<file path="src/rtl/useq_pkg.sv">
package useq_pkg;

  localparam int OPCODE_BITS = 4;
  localparam int STEP_BITS   = 4;
  localparam int UOP_COUNT   = 22;
  localparam int UOP_BITS    = $clog2(UOP_COUNT);

  typedef enum logic [UOP_BITS-1:0] {
    U_HALT      = 5'h00,
    U_FETCH     = 5'h01,
    U_ACC_LO_RD = 5'h02,
    U_ACC_HI_RD = 5'h03,
    U_ADR_LO    = 5'h04,
    U_ADR_HI    = 5'h05,
    U_ACC_LO_WR = 5'h06,
    U_ACC_HI_WR = 5'h07,
    U_PC_LO_WR  = 5'h08,
    U_PC_HI_WR  = 5'h09,
    U_JUMP      = 5'h0A,
    U_JUMP_NC   = 5'h0B,
    U_JUMP_ND   = 5'h0C,
    U_JUMP_NZ   = 5'h0D,
    U_AND       = 5'h0E,
    U_OR        = 5'h0F,
    U_ADD       = 5'h10,
    U_SUB       = 5'h11,
    U_CMP       = 5'h12,
    U_ROT_L     = 5'h13,
    U_ROT_R     = 5'h14,
    U_CLR_FLAGS = 5'h15
  } uop_e;

endpackage

</file>
<file path="src/rtl/phase_commit.sv">
module phase_commit (
  input  logic clk,
  input  logic rst_n,
  input  logic phase2,
  output logic commit
);

  logic ph2_q;
  logic ph2_d;

  always_comb begin
    ph2_d = phase2;
  end

  always_ff @(posedge clk or negedge rst_n) begin
    if (!rst_n) begin
      ph2_q <= 1'b0;
    end else begin
      ph2_q <= ph2_d;
    end
  end

  // falling transition of the second phase
  assign commit = ph2_q & ~phase2;

endmodule

</file>
<file path="src/rtl/useq_state.sv">
module useq_state
  import useq_pkg::*;
#(
  parameter int OP_W   = OPCODE_BITS,
  parameter int STEP_W = STEP_BITS,
  parameter int UOP_W  = UOP_BITS
) (
  input  logic              clk,
  input  logic              rst_n,
  input  logic              commit,
  input  logic              start,
  input  logic [UOP_W-1:0]  uop,
  input  logic [OP_W-1:0]   data_bus,
  output logic [OP_W-1:0]   opcode,
  output logic [STEP_W-1:0] step
);

  logic [OP_W-1:0]   opcode_d;
  logic [STEP_W-1:0] step_d;
  logic              is_fetch;
  logic              is_halt;
  logic              state_en;

  assign is_fetch = (uop == U_FETCH);
  assign is_halt  = (uop == U_HALT);
  assign state_en = commit;

  always_comb begin
    opcode_d = opcode;
    step_d   = step;
    if (is_fetch) begin
      opcode_d = data_bus;
      step_d   = '0;
    end else if (is_halt) begin
      if (start) begin
        step_d = step + STEP_W'(1);
      end
    end else begin
      step_d = step + STEP_W'(1);
    end
  end

  always_ff @(posedge clk or negedge rst_n) begin
    if (!rst_n) begin
      opcode <= '0;
      step   <= '0;
    end else if (state_en) begin
      opcode <= opcode_d;
      step   <= step_d;
    end
  end

  assert_fetch_loads_R6: assert property (@(posedge clk) disable iff (!rst_n)
    (commit && uop == U_FETCH) |=> (step == '0 && opcode == $past(data_bus)));

  assert_advance_R7: assert property (@(posedge clk) disable iff (!rst_n)
    (commit && uop != U_FETCH && uop != U_HALT) |=>
      (step == STEP_W'($past(step) + STEP_W'(1)) && $stable(opcode)));

  assert_halt_freeze_R8: assert property (@(posedge clk) disable iff (!rst_n)
    (commit && uop == U_HALT && !start) |=> ($stable(step) && $stable(opcode)));

  assert_hold_between_commits_R5: assert property (@(posedge clk) disable iff (!rst_n)
    !commit |=> ($stable(step) && $stable(opcode)));

endmodule

</file>
<file path="src/rtl/ucode_rom.sv">
module ucode_rom
  import useq_pkg::*;
#(
  parameter int OP_W   = OPCODE_BITS,
  parameter int STEP_W = STEP_BITS,
  parameter int UOP_W  = UOP_BITS
) (
  input  logic [OP_W-1:0]   opcode,
  input  logic [STEP_W-1:0] step,
  output logic [UOP_W-1:0]  uop
);

  uop_e body_a;
  uop_e body_b;
  logic long_body;
  logic addr_prefix;
  uop_e word;

  // operand-fetching opcodes: body that follows the two address loads
  always_comb begin
    body_a      = U_HALT;
    body_b      = U_FETCH;
    long_body   = 1'b0;
    addr_prefix = 1'b1;
    case (opcode)
      OP_W'(1):  begin body_a = U_ACC_LO_RD; body_b = U_ACC_HI_RD; long_body = 1'b1; end
      OP_W'(2):  begin body_a = U_ACC_LO_WR; body_b = U_ACC_HI_WR; long_body = 1'b1; end
      OP_W'(3):  body_a = U_JUMP;
      OP_W'(4):  begin body_a = U_PC_LO_WR;  body_b = U_PC_HI_WR;  long_body = 1'b1; end
      OP_W'(5):  body_a = U_AND;
      OP_W'(6):  body_a = U_OR;
      OP_W'(7):  body_a = U_ADD;
      OP_W'(8):  body_a = U_SUB;
      OP_W'(9):  body_a = U_JUMP_NZ;
      OP_W'(10): body_a = U_CMP;
      OP_W'(11): body_a = U_JUMP_ND;
      OP_W'(12): body_a = U_JUMP_NC;
      OP_W'(13): begin body_a = U_ROT_L;     addr_prefix = 1'b0; end
      OP_W'(14): begin body_a = U_ROT_R;     addr_prefix = 1'b0; end
      OP_W'(15): begin body_a = U_CLR_FLAGS; addr_prefix = 1'b0; end
      default:   begin body_a = U_HALT;      addr_prefix = 1'b0; end
    endcase
  end

  // word selection by step; unused steps fall back to halt
  always_comb begin
    word = U_HALT;
    if (addr_prefix) begin
      case (step)
        STEP_W'(0): word = U_ADR_LO;
        STEP_W'(1): word = U_ADR_HI;
        STEP_W'(2): word = body_a;
        STEP_W'(3): word = long_body ? body_b : U_FETCH;
        STEP_W'(4): word = long_body ? U_FETCH : U_HALT;
        default:    word = U_HALT;
      endcase
    end else begin
      case (step)
        STEP_W'(0): word = body_a;
        STEP_W'(1): word = U_FETCH;
        default:    word = U_HALT;
      endcase
    end
  end

  assign uop = word;

endmodule

</file>
<file path="src/rtl/uop_onehot.sv">
module uop_onehot
  import useq_pkg::*;
#(
  parameter int UOP_W = UOP_BITS,
  parameter int N_UOP = UOP_COUNT
) (
  input  logic [UOP_W-1:0] uop,
  input  logic             drive_n,
  output logic [N_UOP-1:0] ctrl
);

  for (genvar k = 0; k < N_UOP; k++) begin : g_line
    assign ctrl[k] = !drive_n && (uop == UOP_W'(k));
  end

endmodule

</file>
<file path="src/rtl/microseq_ctrl.sv">
module microseq_ctrl
  import useq_pkg::*;
#(
  parameter int OP_W     = OPCODE_BITS,
  parameter int STEP_W   = STEP_BITS,
  parameter int NUM_UOPS = UOP_COUNT
) (
  input  logic                     clk,
  input  logic                     rst_n,
  input  logic                     phase1,
  input  logic                     phase2,
  input  logic                     start,
  input  logic [OP_W-1:0]          data_bus,
  output logic [NUM_UOPS-1:0]      ctrl,
  output logic [OP_W+STEP_W-1:0]   uaddr,
  output logic                     halted
);

  localparam int UOP_W = $clog2(NUM_UOPS);

  logic              rst_meta_n;
  logic              rst_core_n;
  logic              commit;
  logic [OP_W-1:0]   opcode;
  logic [STEP_W-1:0] step;
  logic [UOP_W-1:0]  uop;

  // asynchronous assert, synchronous release
  always_ff @(posedge clk or negedge rst_n) begin
    if (!rst_n) begin
      rst_meta_n <= 1'b0;
      rst_core_n <= 1'b0;
    end else begin
      rst_meta_n <= 1'b1;
      rst_core_n <= rst_meta_n;
    end
  end

  phase_commit i_commit (
    .clk    (clk),
    .rst_n  (rst_core_n),
    .phase2 (phase2),
    .commit (commit)
  );

  useq_state #(.OP_W(OP_W), .STEP_W(STEP_W), .UOP_W(UOP_W)) i_state (
    .clk      (clk),
    .rst_n    (rst_core_n),
    .commit   (commit),
    .start    (start),
    .uop      (uop),
    .data_bus (data_bus),
    .opcode   (opcode),
    .step     (step)
  );

  ucode_rom #(.OP_W(OP_W), .STEP_W(STEP_W), .UOP_W(UOP_W)) i_rom (
    .opcode (opcode),
    .step   (step),
    .uop    (uop)
  );

  uop_onehot #(.UOP_W(UOP_W), .N_UOP(NUM_UOPS)) i_decode (
    .uop     (uop),
    .drive_n (phase1),
    .ctrl    (ctrl)
  );

  assign uaddr  = {opcode, step};
  assign halted = (uop == U_HALT);

  assert_ctrl_gated_R4: assert property (@(posedge clk) disable iff (!rst_core_n)
    phase1 |-> (ctrl == '0));

  assert_ctrl_onehot_R4: assert property (@(posedge clk) disable iff (!rst_core_n)
    !phase1 |-> ($countones(ctrl) == 1));

  assert_halt_flag_R8: assert property (@(posedge clk) disable iff (!rst_core_n)
    (!phase1 && halted) |-> ctrl[0]);

  assert_uaddr_stable_R5: assert property (@(posedge clk) disable iff (!rst_core_n)
    (phase2 && $past(phase2)) |-> $stable(uaddr));

endmodule

</file>
<file path="config.mk">
export PLATFORM = sky130hd
export DESIGN_NAME = microseq_ctrl
export DESIGN_NICKNAME = d
export VERILOG_FILES = /design/src/rtl/useq_pkg.sv /design/src/rtl/phase_commit.sv /design/src/rtl/useq_state.sv /design/src/rtl/ucode_rom.sv /design/src/rtl/uop_onehot.sv /design/src/rtl/microseq_ctrl.sv
export SDC_FILE = /design/constraint.sdc
export NUM_CORES = 1
export LEC_CHECK = 0
export ABC_AREA = 1
export BUFFER_PORTS_ARGS = -buffer_cell sky130_fd_sc_hd__buf_2
export CAP_MARGIN = 40
export CORE_MARGIN = 2
export CORE_UTILIZATION = 40
export DETAILED_ROUTE_END_ITERATION = 12
export GPL_ROUTABILITY_DRIVEN = 0
export PLACE_DENSITY = 0.65
export SYNTH_ARGS = -nofsm -noshare
export SYNTH_HDL_FRONTEND = slang
export SYNTH_SLANG_ARGS = --single-unit
</file>
<file path="constraint.sdc">
create_clock -name clk -period 2.1 [get_ports clk]
set_input_delay 0.105 -clock clk [delete_from_list [all_inputs] [get_ports clk]]
set_output_delay 0.105 -clock clk [all_outputs]
set_load 0.1 [all_outputs]
</file>
==> impl_metrics.yaml <==
die:
  initial_utilization_pct: 41.33
  design.portCount: 40
  placementRows: 20
  overall_die_height_um: 59.71
  die-width_um: 59.71
  total_die_area_um2: 3565
  core_um2: 3003
critical_path:
  timing.critical_path.cells: "inv_4 -> nand2_1 -> inv_2 -> nand2_2 -> nor2_1 -> nor2_1 -> nand2_1 -> nand2_2 -> nand2_4 -> inv_2 -> nor2_4 -> inv_4 -> nor2_4 -> buf_12"
  data_required_time_at_the_worst_endpoint_ps: 2000
  kind_of_end_point_of_the_critical_path: "output pin"
  critical_path.max_stage_delay_ps: 570
  criticalPathCategory: "reg -> out"
  crit_arrival_ps: 2360
  critical_path.max_fanout: 8
  crit_path_start_kind: "flip-flop"
  critical_path.slowest_cell: "sky130_fd_sc_hd__dfrtp_4"
sta:
  report.final.hold_viol_count: 0
  rsz0062_at_grt: "true"
  maxSlewViolCount: 0
  max_clock_freq_mhz: 405.0
  period_share_pct: 117.6
  finalWorstPathRequiredPeriod_ps: 2469
  final_setup_violation_count: 31
  layout_setup_ws_ps: -369.1
  clock_skew_ps: 5.034
yosys:
  netlist.top_cell.by_area: "sky130_fd_sc_hd__dfrtp_1"
  synth.yosys.warnings: 0
  syn_nets: 206
  mapped_area_um2: 1241
  largest_cells_by_area_after_synthesis: "sky130_fd_sc_hd__dfrtp_1 (22%), sky130_fd_sc_hd__nand2_1 (13%), sky130_fd_sc_hd__nor2_1 (12%)"
  synth_cell_types: 24
  synth_cells: 193
  post-synth-top-area-fraction_pct: 22.18
  ys_ff_latch: 11
  synth-seq-area-share_pct: 22.18
  post_synthesis_mean_instance_area_um2: 6.431
placed_design:
  dp_slack_ps: -24.18
  place_hpwl_um: 3110
  io_buffers: 39
final_layout:
  utilization_of_the_core_after_routing_pct: 87.54
  multi_input_gate_area_in_the_final_layout_um2: 1308
  diodes: 0
  final_layout_size_suffix_gt1_share_pct: 72.28
  n_fill_cell: 134
  area_growth_pct: 111.8
  final_layout_net_count: 281
  register_area_um2: 300.3
  layout_common_cells: "sky130_fd_sc_hd__nor2_4 (31), sky130_fd_sc_hd__nand2_1 (31), sky130_fd_sc_hd__buf_4 (27), sky130_fd_sc_hd__buf_12 (24)"
clock_network:
  clk_root_buffer_cell: "sky130_fd_sc_hd__clkbuf_4"
  clock_sinks: 11
  cts_tree: "yes"
  cts.reportedPaths.clkPinSlew_ps: 70
  clk_path_buf_depth: 2
  clk_latency_ps: 270
  cts-buffers-inserted: 3
  number_of_levels_the_h_tree_was_split_into: 1
route:
  vias: 1642
  remaining_drc_errors: 0
  via_per_inst: 5.473
  detailed_routing_iteration_count_for_the_pre_antenna_repair_pass: 4
  wirelength_um: 5335
  avgRoutedWirePerCell_um: 17.78
  dr.first_iter.drc_count: 96
  ant_nets: 0
global_routing:
  grt_pass1_vias: 1683
  grt_util_all_layers_pct: 27.33
  globalRouteOverflowTotal: 0
  grt_max_degree: 11
  grt_first_pass_wirelength_um: 7383
  antenna_found_initial: 0
outcome:
  outcome: "finished, violations left"
  failed_checks: "negative setup slack"
min_path:
  min-delay-path-class: "in -> reg"
flow_run:
  maxCapViolCount: 0
path summary, 6_finish.rpt:
kind | start | endpoint | slack, ps | cells past startpoint
worst min-delay path | data_bus[0] | i_state.opcode[0] | 60 | 3
worst max-delay path | i_state.opcode[0] | ctrl[7] | -370 | 14
min in group asynchronous | rst_n | rst_meta_n | 140 | 2
worst min register to register | rst_core_n | i_state.opcode[0] | 150 | 0
worst max register to register | i_state.opcode[0] | i_state.opcode[2] | -70 | 13
max in group asynchronous | rst_core_n | i_state.step[1] | 1650 | 0
per-stage QoR:
step           setup TNS (ps)  std cells  instance area [um2]  hold slack [ps]
6_report                -7735        300                 2629            63.12
5_1_grt                -10470        300                 2629            74.15
4_1_cts                 -4360        293                 2474            56.79
3_5_place_dp           -60.11        273                 2178           -102.3
3_3_place_gp                0        273                 2178           -110.4
2_1_floorplan           -7134        193                 1535           -190.6
critical path: cells and delay by family (launching register included):
family	cells	cell delay [ps]
buffers and inverters	5	520
and+or+nand+nor	9	990
DFF	1	570
per-layer routing:
metal	vias to the layer above	global-route usage [%]	wire length [um]
met1	763	29.95	1879
met5	-	0	0
met2	88	50.93	2821
met3	38	2.597	277
met4	0	14.60	357
li1	753	-	-
cell type report:
cell class                 count  share of cell area [%]
clock inverter                 1                  0.1904
tap                           33                   1.571
clock buffer                   3                  0.8567
timing repair buffer          73                   31.51
multi-input combinational    152                   49.74
inverter                      27                   4.712
sequential                    11                   11.42
Yosys cell counts:
cell type / number
sky130_fd_sc_hd__buf_6: 3
sky130_fd_sc_hd__ha_1: 4
sky130_fd_sc_hd__a21oi_2: 1
sky130_fd_sc_hd__xor2_1: 1
sky130_fd_sc_hd__dfrtp_1: 11
sky130_fd_sc_hd__nand2_2: 11
sky130_fd_sc_hd__nor2_8: 1
sky130_fd_sc_hd__xnor2_1: 1
sky130_fd_sc_hd__nor2_4: 1
sky130_fd_sc_hd__a21oi_1: 3
sky130_fd_sc_hd__nand3_1: 19
sky130_fd_sc_hd__inv_2: 8
sky130_fd_sc_hd__nor3_1: 5
sky130_fd_sc_hd__nor2_1: 41
sky130_fd_sc_hd__o21ai_0: 1
sky130_fd_sc_hd__nand3_4: 3
sky130_fd_sc_hd__nor2_2: 4
sky130_fd_sc_hd__nand3_2: 4
sky130_fd_sc_hd__nand3b_1: 1
sky130_fd_sc_hd__conb_1: 1
sky130_fd_sc_hd__nand2_4: 5
sky130_fd_sc_hd__nand2_1: 44
sky130_fd_sc_hd__inv_1: 19
sky130_fd_sc_hd__nor3_2: 1
flip-flops by register name (all words and copies together) (netlist names):
| signal | cells |
|---|---|
| rst_meta_n | 1 |
| i_state.opcode | 4 |
| i_commit.ph2_q | 1 |
| rst_core_n | 1 |
| i_state.step | 4 |
repair_timing:
action / CTS / global route
setup endpoints to repair: 29 / 31
hold buffers: 2 / 0
pin swaps: 23 / 11
setup buffers: 14 / 7
resized for setup: 39 / 29
endpoints found under the hold margin: 3 / 0
cell families (layout without fill, tap and decap cells):
kind of cell | Yosys count | count (layout) | synth area share, %
xor gates and xnor gates | 2 | 2 | 1.412
other | 1 | 1 | 0.3021
adders and majority gates | 4 | 4 | 4.032
buffers and inverters | 30 | 104 | 10.89
and+or+nand+nor | 140 | 140 | 58.87
AOI/OAI and AO/OA | 5 | 5 | 2.318
DFF | 11 | 11 | 22.18
Power is not shown: default switching activity piles up to over one toggle a cycle in this logic, so the estimate is an artifact.
